===== src/rtl/adc_hs_pkg.sv =====
package adc_hs_pkg;

    typedef enum logic [1:0] {
        ST_IDLE   = 2'd0,
        ST_STROBE = 2'd1,
        ST_WAIT   = 2'd2,
        ST_READ   = 2'd3
    } hs_state_t;

    function automatic int unsigned max3(input int unsigned a, input int unsigned b,
                                         input int unsigned c);
        int unsigned m;
        m = (a > b) ? a : b;
        return (m > c) ? m : c;
    endfunction

endpackage


===== src/rtl/adc_eoc_sync.sv =====
module adc_eoc_sync #(
    parameter int  STAGES    = 2,
    parameter bit  RESET_VAL = 1'b1
) (
    input  logic clk,
    input  logic rst_n,
    input  logic async_i,
    output logic sync_o
);

    logic [STAGES-1:0] chain_q;

    generate
        for (genvar g = 0; g < STAGES; g++) begin : g_stage
            if (g == 0) begin : g_first
                always_ff @(posedge clk or negedge rst_n) begin
                    if (!rst_n) chain_q[g] <= RESET_VAL;
                    else        chain_q[g] <= async_i;
                end
            end else begin : g_next
                always_ff @(posedge clk or negedge rst_n) begin
                    if (!rst_n) chain_q[g] <= RESET_VAL;
                    else        chain_q[g] <= chain_q[g-1];
                end
            end
        end
    endgenerate

    assign sync_o = chain_q[STAGES-1];

endmodule


===== src/rtl/adc_cycle_timer.sv =====
module adc_cycle_timer #(
    parameter int CNT_W = 8
) (
    input  logic             clk,
    input  logic             rst_n,
    input  logic             load_i,
    input  logic [CNT_W-1:0] value_i,
    output logic             zero_o
);

    logic [CNT_W-1:0] cnt_q;

    always_ff @(posedge clk or negedge rst_n) begin
        if (!rst_n) begin
            cnt_q <= '0;
        end else if (load_i) begin
            cnt_q <= value_i;
        end else if (cnt_q != '0) begin
            cnt_q <= cnt_q - 1'b1;
        end
    end

    assign zero_o = (cnt_q == '0);

endmodule


===== src/rtl/adc_sample_reg.sv =====
module adc_sample_reg #(
    parameter int DATA_W = 8
) (
    input  logic              clk,
    input  logic              rst_n,
    input  logic              capture_i,
    input  logic [DATA_W-1:0] bus_i,
    output logic [DATA_W-1:0] sample_o
);

    always_ff @(posedge clk or negedge rst_n) begin
        if (!rst_n)         sample_o <= '0;
        else if (capture_i) sample_o <= bus_i;
    end

endmodule


===== src/rtl/adc_handshake_ctrl.sv =====
module adc_handshake_ctrl
    import adc_hs_pkg::*;
#(
    parameter int DATA_W      = 8,
    parameter int STROBE_CYC  = 4,
    parameter int HOLD_CYC    = 3,
    parameter int TIMEOUT_CYC = 1000,
    parameter int SYNC_STAGES = 2
) (
    input  logic              clk,
    input  logic              rst_n,
    input  logic              start_i,
    input  logic              eoc_n_i,
    input  logic [DATA_W-1:0] data_i,
    output logic              cs_n_o,
    output logic              wr_n_o,
    output logic              rd_n_o,
    output logic              busy_o,
    output logic              valid_o,
    output logic [DATA_W-1:0] sample_o,
    output logic              timeout_o
);

    localparam int MAX_CYC = max3(STROBE_CYC, HOLD_CYC, TIMEOUT_CYC);
    localparam int CNT_W   = $clog2(MAX_CYC + 1);
    localparam logic [CNT_W-1:0] STROBE_LD  = CNT_W'(STROBE_CYC - 1);
    localparam logic [CNT_W-1:0] HOLD_LD    = CNT_W'(HOLD_CYC - 1);
    localparam logic [CNT_W-1:0] TIMEOUT_LD = CNT_W'(TIMEOUT_CYC - 1);

    hs_state_t        state_q, state_d;
    logic             eoc_sync_n;
    logic             eoc_seen;
    logic             tmr_load;
    logic [CNT_W-1:0] tmr_val;
    logic             tmr_zero;
    logic             capture;
    logic             tout_set;
    logic             valid_q;
    logic             tout_q;

    adc_eoc_sync #(
        .STAGES    (SYNC_STAGES),
        .RESET_VAL (1'b1)
    ) i_eoc_sync (
        .clk     (clk),
        .rst_n   (rst_n),
        .async_i (eoc_n_i),
        .sync_o  (eoc_sync_n)
    );

    assign eoc_seen = ~eoc_sync_n;

    adc_cycle_timer #(
        .CNT_W (CNT_W)
    ) i_timer (
        .clk     (clk),
        .rst_n   (rst_n),
        .load_i  (tmr_load),
        .value_i (tmr_val),
        .zero_o  (tmr_zero)
    );

    adc_sample_reg #(
        .DATA_W (DATA_W)
    ) i_sample (
        .clk       (clk),
        .rst_n     (rst_n),
        .capture_i (capture),
        .bus_i     (data_i),
        .sample_o  (sample_o)
    );

    // state register
    always_ff @(posedge clk or negedge rst_n) begin
        if (!rst_n) begin
            state_q <= ST_IDLE;
            valid_q <= 1'b0;
            tout_q  <= 1'b0;
        end else begin
            state_q <= state_d;
            valid_q <= capture;
            tout_q  <= tout_set;
        end
    end

    // transitions
    always_comb begin
        state_d  = state_q;
        tmr_load = 1'b0;
        tmr_val  = '0;
        capture  = 1'b0;
        tout_set = 1'b0;
        unique case (state_q)
            ST_IDLE: begin
                if (start_i) begin
                    state_d  = ST_STROBE;
                    tmr_load = 1'b1;
                    tmr_val  = STROBE_LD;
                end
            end
            ST_STROBE: begin
                if (tmr_zero) begin
                    state_d  = ST_WAIT;
                    tmr_load = 1'b1;
                    tmr_val  = TIMEOUT_LD;
                end
            end
            ST_WAIT: begin
                if (eoc_seen) begin
                    state_d  = ST_READ;
                    tmr_load = 1'b1;
                    tmr_val  = HOLD_LD;
                end else if (tmr_zero) begin
                    state_d  = ST_IDLE;
                    tout_set = 1'b1;
                end
            end
            ST_READ: begin
                if (tmr_zero) begin
                    state_d = ST_IDLE;
                    capture = 1'b1;
                end
            end
            default: state_d = ST_IDLE;
        endcase
    end

    // outputs
    always_comb begin
        wr_n_o = 1'b1;
        rd_n_o = 1'b1;
        busy_o = 1'b0;
        unique case (state_q)
            ST_IDLE:   busy_o = 1'b0;
            ST_STROBE: begin wr_n_o = 1'b0; busy_o = 1'b1; end
            ST_WAIT:   busy_o = 1'b1;
            ST_READ:   begin rd_n_o = 1'b0; busy_o = 1'b1; end
            default:   busy_o = 1'b0;
        endcase
    end

    assign cs_n_o    = 1'b0;
    assign valid_o   = valid_q;
    assign timeout_o = tout_q;

    AST_CS_HELD: assert property (@(posedge clk) disable iff (!rst_n)
        !cs_n_o);
    AST_NO_RD_WR_OVERLAP: assert property (@(posedge clk) disable iff (!rst_n)
        !(!wr_n_o && !rd_n_o));
    AST_STROBE_BUSY: assert property (@(posedge clk) disable iff (!rst_n)
        (!wr_n_o || !rd_n_o) |-> busy_o);
    AST_DONE_NOT_BUSY: assert property (@(posedge clk) disable iff (!rst_n)
        (valid_o || timeout_o) |-> !busy_o);
    AST_STROBE_FROM_IDLE: assert property (@(posedge clk) disable iff (!rst_n)
        $fell(wr_n_o) |-> $past(!busy_o));
    AST_READ_AFTER_EOC: assert property (@(posedge clk) disable iff (!rst_n)
        $fell(rd_n_o) |-> $past(eoc_seen));
    AST_VALID_PULSE: assert property (@(posedge clk) disable iff (!rst_n)
        valid_o |=> !valid_o);
    AST_SAMPLE_HELD: assert property (@(posedge clk) disable iff (!rst_n)
        !valid_o |-> $stable(sample_o));
    AST_TIMEOUT_NO_VALID: assert property (@(posedge clk) disable iff (!rst_n)
        timeout_o |-> (!valid_o && $past(rd_n_o)));

endmodule


===== config.mk =====
export PLATFORM = sky130hd
export DESIGN_NAME = adc_handshake_ctrl
export DESIGN_NICKNAME = d
export VERILOG_FILES = /design/src/rtl/adc_hs_pkg.sv /design/src/rtl/adc_eoc_sync.sv /design/src/rtl/adc_cycle_timer.sv /design/src/rtl/adc_sample_reg.sv /design/src/rtl/adc_handshake_ctrl.sv
export SDC_FILE = /design/constraint.sdc
export NUM_CORES = 1
export LEC_CHECK = 0
export BUFFER_PORTS_ARGS = -buffer_cell sky130_fd_sc_hd__buf_4
export CORE_MARGIN = 1.5
export CORE_UTILIZATION = 40
export CTS_BUF_LIST = sky130_fd_sc_hd__clkbuf_4 sky130_fd_sc_hd__clkbuf_8 sky130_fd_sc_hd__clkbuf_16
export DETAILED_ROUTE_END_ITERATION = 8
export PLACE_DENSITY = 0.72
export SYNTH_ARGS = -nofsm -noshare
export SYNTH_HDL_FRONTEND = slang
export SYNTH_SLANG_ARGS = --single-unit

===== constraint.sdc =====
create_clock -name clk -period 1.7 [get_ports clk]
set_input_delay 0.255 -clock clk [delete_from_list [all_inputs] [get_ports clk]]
set_output_delay 0.255 -clock clk [all_outputs]
set_load 0.05 [all_outputs]

==> results.sh <==
export IMPL_finalHoldViolCount=0
export IMPL_layout_drive_gt1_share_pct=44.67
export IMPL_yosys_warnings=0
export IMPL_final_cells=181
export IMPL_min_period_over_period_pct=102.7
export IMPL_max_cap_violations=0
export IMPL_crit_path_start_kind="register"
export IMPL_grt_max_degree=25
export IMPL_synthToLayoutAreaGrowth_pct=37.69
export IMPL_violations="negative setup slack"
export IMPL_numCtsBuffers=3
export IMPL_maxSlewViolCount=0
export IMPL_place_congestion=0.8756
export IMPL_core_area_mm2=0.002734
export IMPL_antenna_found_initial=0
export IMPL_synth_area_per_cell_um2=10.84
export IMPL_dieArea_mm2=0.003175
export IMPL_period_needed_ps=1746
export IMPL_fmax_mhz=572.7
export IMPL_clock_sinks=24
export IMPL_arrival_ps=1960
export IMPL_insertion_delay_ps=320
export IMPL_synth_distinct_cells=32
export IMPL_numPortBuffers=24
export IMPL_syn_cell_area_mm2=0.001139
export IMPL_drt_pass1_iterations=4
export IMPL_synth_flop_cell="dfrtp_1"
export IMPL_rows=19
export IMPL_async_flop_share_pct=100.0
export IMPL_worst_slack_ps=-46.10
export IMPL_vias_per_cell=5.022
export IMPL_skew_ps=3.939
export IMPL_hpwl_mm=1.696
export IMPL_yosysSeqAreaShare_pct=52.97
export IMPL_postLayoutCoreUtil_pct=57.35
export IMPL_path_max_fanout=5
export IMPL_h_tree_depth=1
export IMPL_synth_nets=118
export IMPL_dr_total_vias=909
export IMPL_start_util_pct=41.65
export IMPL_cts_tree="done"
export IMPL_powerDensity_mw_per_mm2=1115
export IMPL_rsz0062_at_grt="true"
export IMPL_leakagePower_nw=0.7599
export IMPL_synth_seq_cells=24
export IMPL_clockBufferDepth=2
export IMPL_route_detailed_drc=0
export IMPL_gr_total_overflow=0
export IMPL_dp_cells=169
export IMPL_crit_required_ps=1920
export IMPL_fp_dieH_um=56.35
export IMPL_cp_end_kind="register"
export IMPL_wire_per_inst_um=13.71
export IMPL_finalWirelength_mm=2.481
export IMPL_grt_usage_pct=16.32
export IMPL_ios=26
export IMPL_first_global_vias=925
export IMPL_grt_first_pass_wirelength_mm=4.002
export IMPL_n_fill_cell=233
export IMPL_n_antenna_cell=0
export IMPL_syn_inst=105
export IMPL_vdd_ir_drop_max_uv=734.3
export IMPL_critPathKind="reg -> reg"
export IMPL_clk_pin_slew_ps=140
export IMPL_detail_route_iter0_violations=19
export IMPL_finalSetupViolCount=8
export IMPL_status="finished, violations left"
export IMPL_fin_tns_setup_ps=-255.8
export IMPL_hp_class="in -> reg"
export IMPL_synth_edff_count=0
export IMPL_postRouteAntennaNets=0
export IMPL_final_nets=164
export IMPL_cts_root_buffer="clkbuf_4"
export IMPL_chipWidth_um=56.35
stage by stage:
stage | total power [W] | cell area (um2) | worst slack (ps) | hold slack (ps)
CTS | 0.001706 | 1533 | -45.82 | 12.19
global placement | 0.001214 | 1431 | -102.4 | 162.9
finish | 0.001748 | 1568 | -46.10 | 28.86
floorplan | 0.001009 | 1141 | -108.7 | -40.59
detailed placement | 0.001233 | 1431 | -216.6 | 173.4
global route | 0.001844 | 1568 | -79.76 | 8.590
Yosys cell counts (2+ instances only):
master	number	area, um2
dfrtp_1	22	550.5
xor2_1	3	26.28
nor2b_1	3	18.77
xnor2_1	3	26.28
dfstp_2	2	52.55
nor3_1	4	20.02
mux2_4	8	120.1
o21ai_0	7	35.03
clkbuf_1	2	7.510
a21oi_1	3	15.01
or2_2	2	12.51
nand2_1	11	41.29
inv_1	4	15.01
nor2_1	12	45.04
nand3_1	2	10.01
cells by family (layout without fill, tap and decap cells):
logic type | Yosys count | count (layout) | share of synthesized area, %
AOI/OAI and AO/OA | 15 | 15 | 7.363
DFF | 24 | 24 | 52.97
and+or+nand+nor | 42 | 43 | 19.45
buffers and inverters | 8 | 52 | 3.626
muxes | 8 | 8 | 10.55
adders and majority gates | 1 | 1 | 1.099
xor gates and xnor gates | 6 | 6 | 4.616
other | 1 | 1 | 0.3294
layer usage:
layer  global-route usage [%]  share of wire (%)
met1                    19.73                 44
met2                    28.24                 51
met4                    8.163               0.81
met5                        0                  0
met3                    2.304                4.1
sequential cells by signal, indices dropped and copies added, names as in the netlist:
name                count
i_sample.sample_o       8
i_eoc_sync.sync_o       1
state_q                 2
i_timer.cnt_q          10
valid_o                 1
i_eoc_sync.chain_q      1
timeout_o               1
where the power goes:
part	internal [W]	switching (W)	leakage, nW	total [W]
logic	0.000327	0.000254	0.454	0.000581
clock network	0.000238	0.000177	0.0279	0.000415
registers	0.000670	0.0000819	0.278	0.000752
total	0.00124	0.000513	0.760	0.00175
timing repair:
item | 4_1_cts | 5_1_grt
endpoints found under the setup margin | 15 | 15
buffers inserted | 2 | 4
gates cloned | 1 | 0
hold buffers | 1 | 0
resized for setup | 6 | 2
pin swaps | 4 | 3
hold endpoints to repair | 22 | 0
final cells by class:
cell class,count,area (um2),share of cell area (%)
Sequential cell,24,603.1,38.47
Multi-Input combinational cell,74,525.5,33.52
Timing Repair Buffer,44,332.8,21.23
Tap cell,31,38.79,2.474
Clock inverter,1,30.03,1.915
Clock buffer,3,22.52,1.437
Inverter,4,15.01,0.9577
final timing paths:
path	slack, ps	from	end	cells past startpoint
max reg2reg	-50	i_timer.cnt_q[1]$_DFFE_PN0P_	i_sample.sample_o[0]$_DFFE_PN0P_	6
max in group asynchronous	1060	rst_n	i_eoc_sync.sync_o$_DFF_PN1_	2
min in group asynchronous	350	rst_n	i_timer.cnt_q[9]$_DFFE_PN0P_	2
min	30	eoc_n_i	i_eoc_sync.chain_q[0]$_DFF_PN1_	1
max	-50	i_timer.cnt_q[1]$_DFFE_PN0P_	i_sample.sample_o[0]$_DFFE_PN0P_	6
min reg2reg	370	i_eoc_sync.chain_q[0]$_DFF_PN1_	i_eoc_sync.sync_o$_DFF_PN1_	0
layout by cell type (no fill, tap or decap), drive strengths merged, types with 2 or more instances in the layout:
cell | synthesis | routed
clkbuf | 2 | 3
dfrtp | 22 | 22
nor3 | 4 | 4
dfstp | 2 | 2
or2 | 3 | 4
mux2 | 8 | 8
xnor2 | 3 | 3
inv | 4 | 4
o21ai | 8 | 8
buf | 2 | 43
nor2 | 12 | 12
nand2 | 11 | 11
xor2 | 3 | 3
nor2b | 3 | 3
a21oi | 3 | 3
nand3 | 3 | 3
critical path: stages, from the launching register on:
cell	delay [ps]
dfrtp_1	420
inv_2	90
ha_4	130
nor4b_4	230
nand3_2	150
or2_4	310
mux2_4	310
No activity file was read; power rests on OpenSTA's default activity.
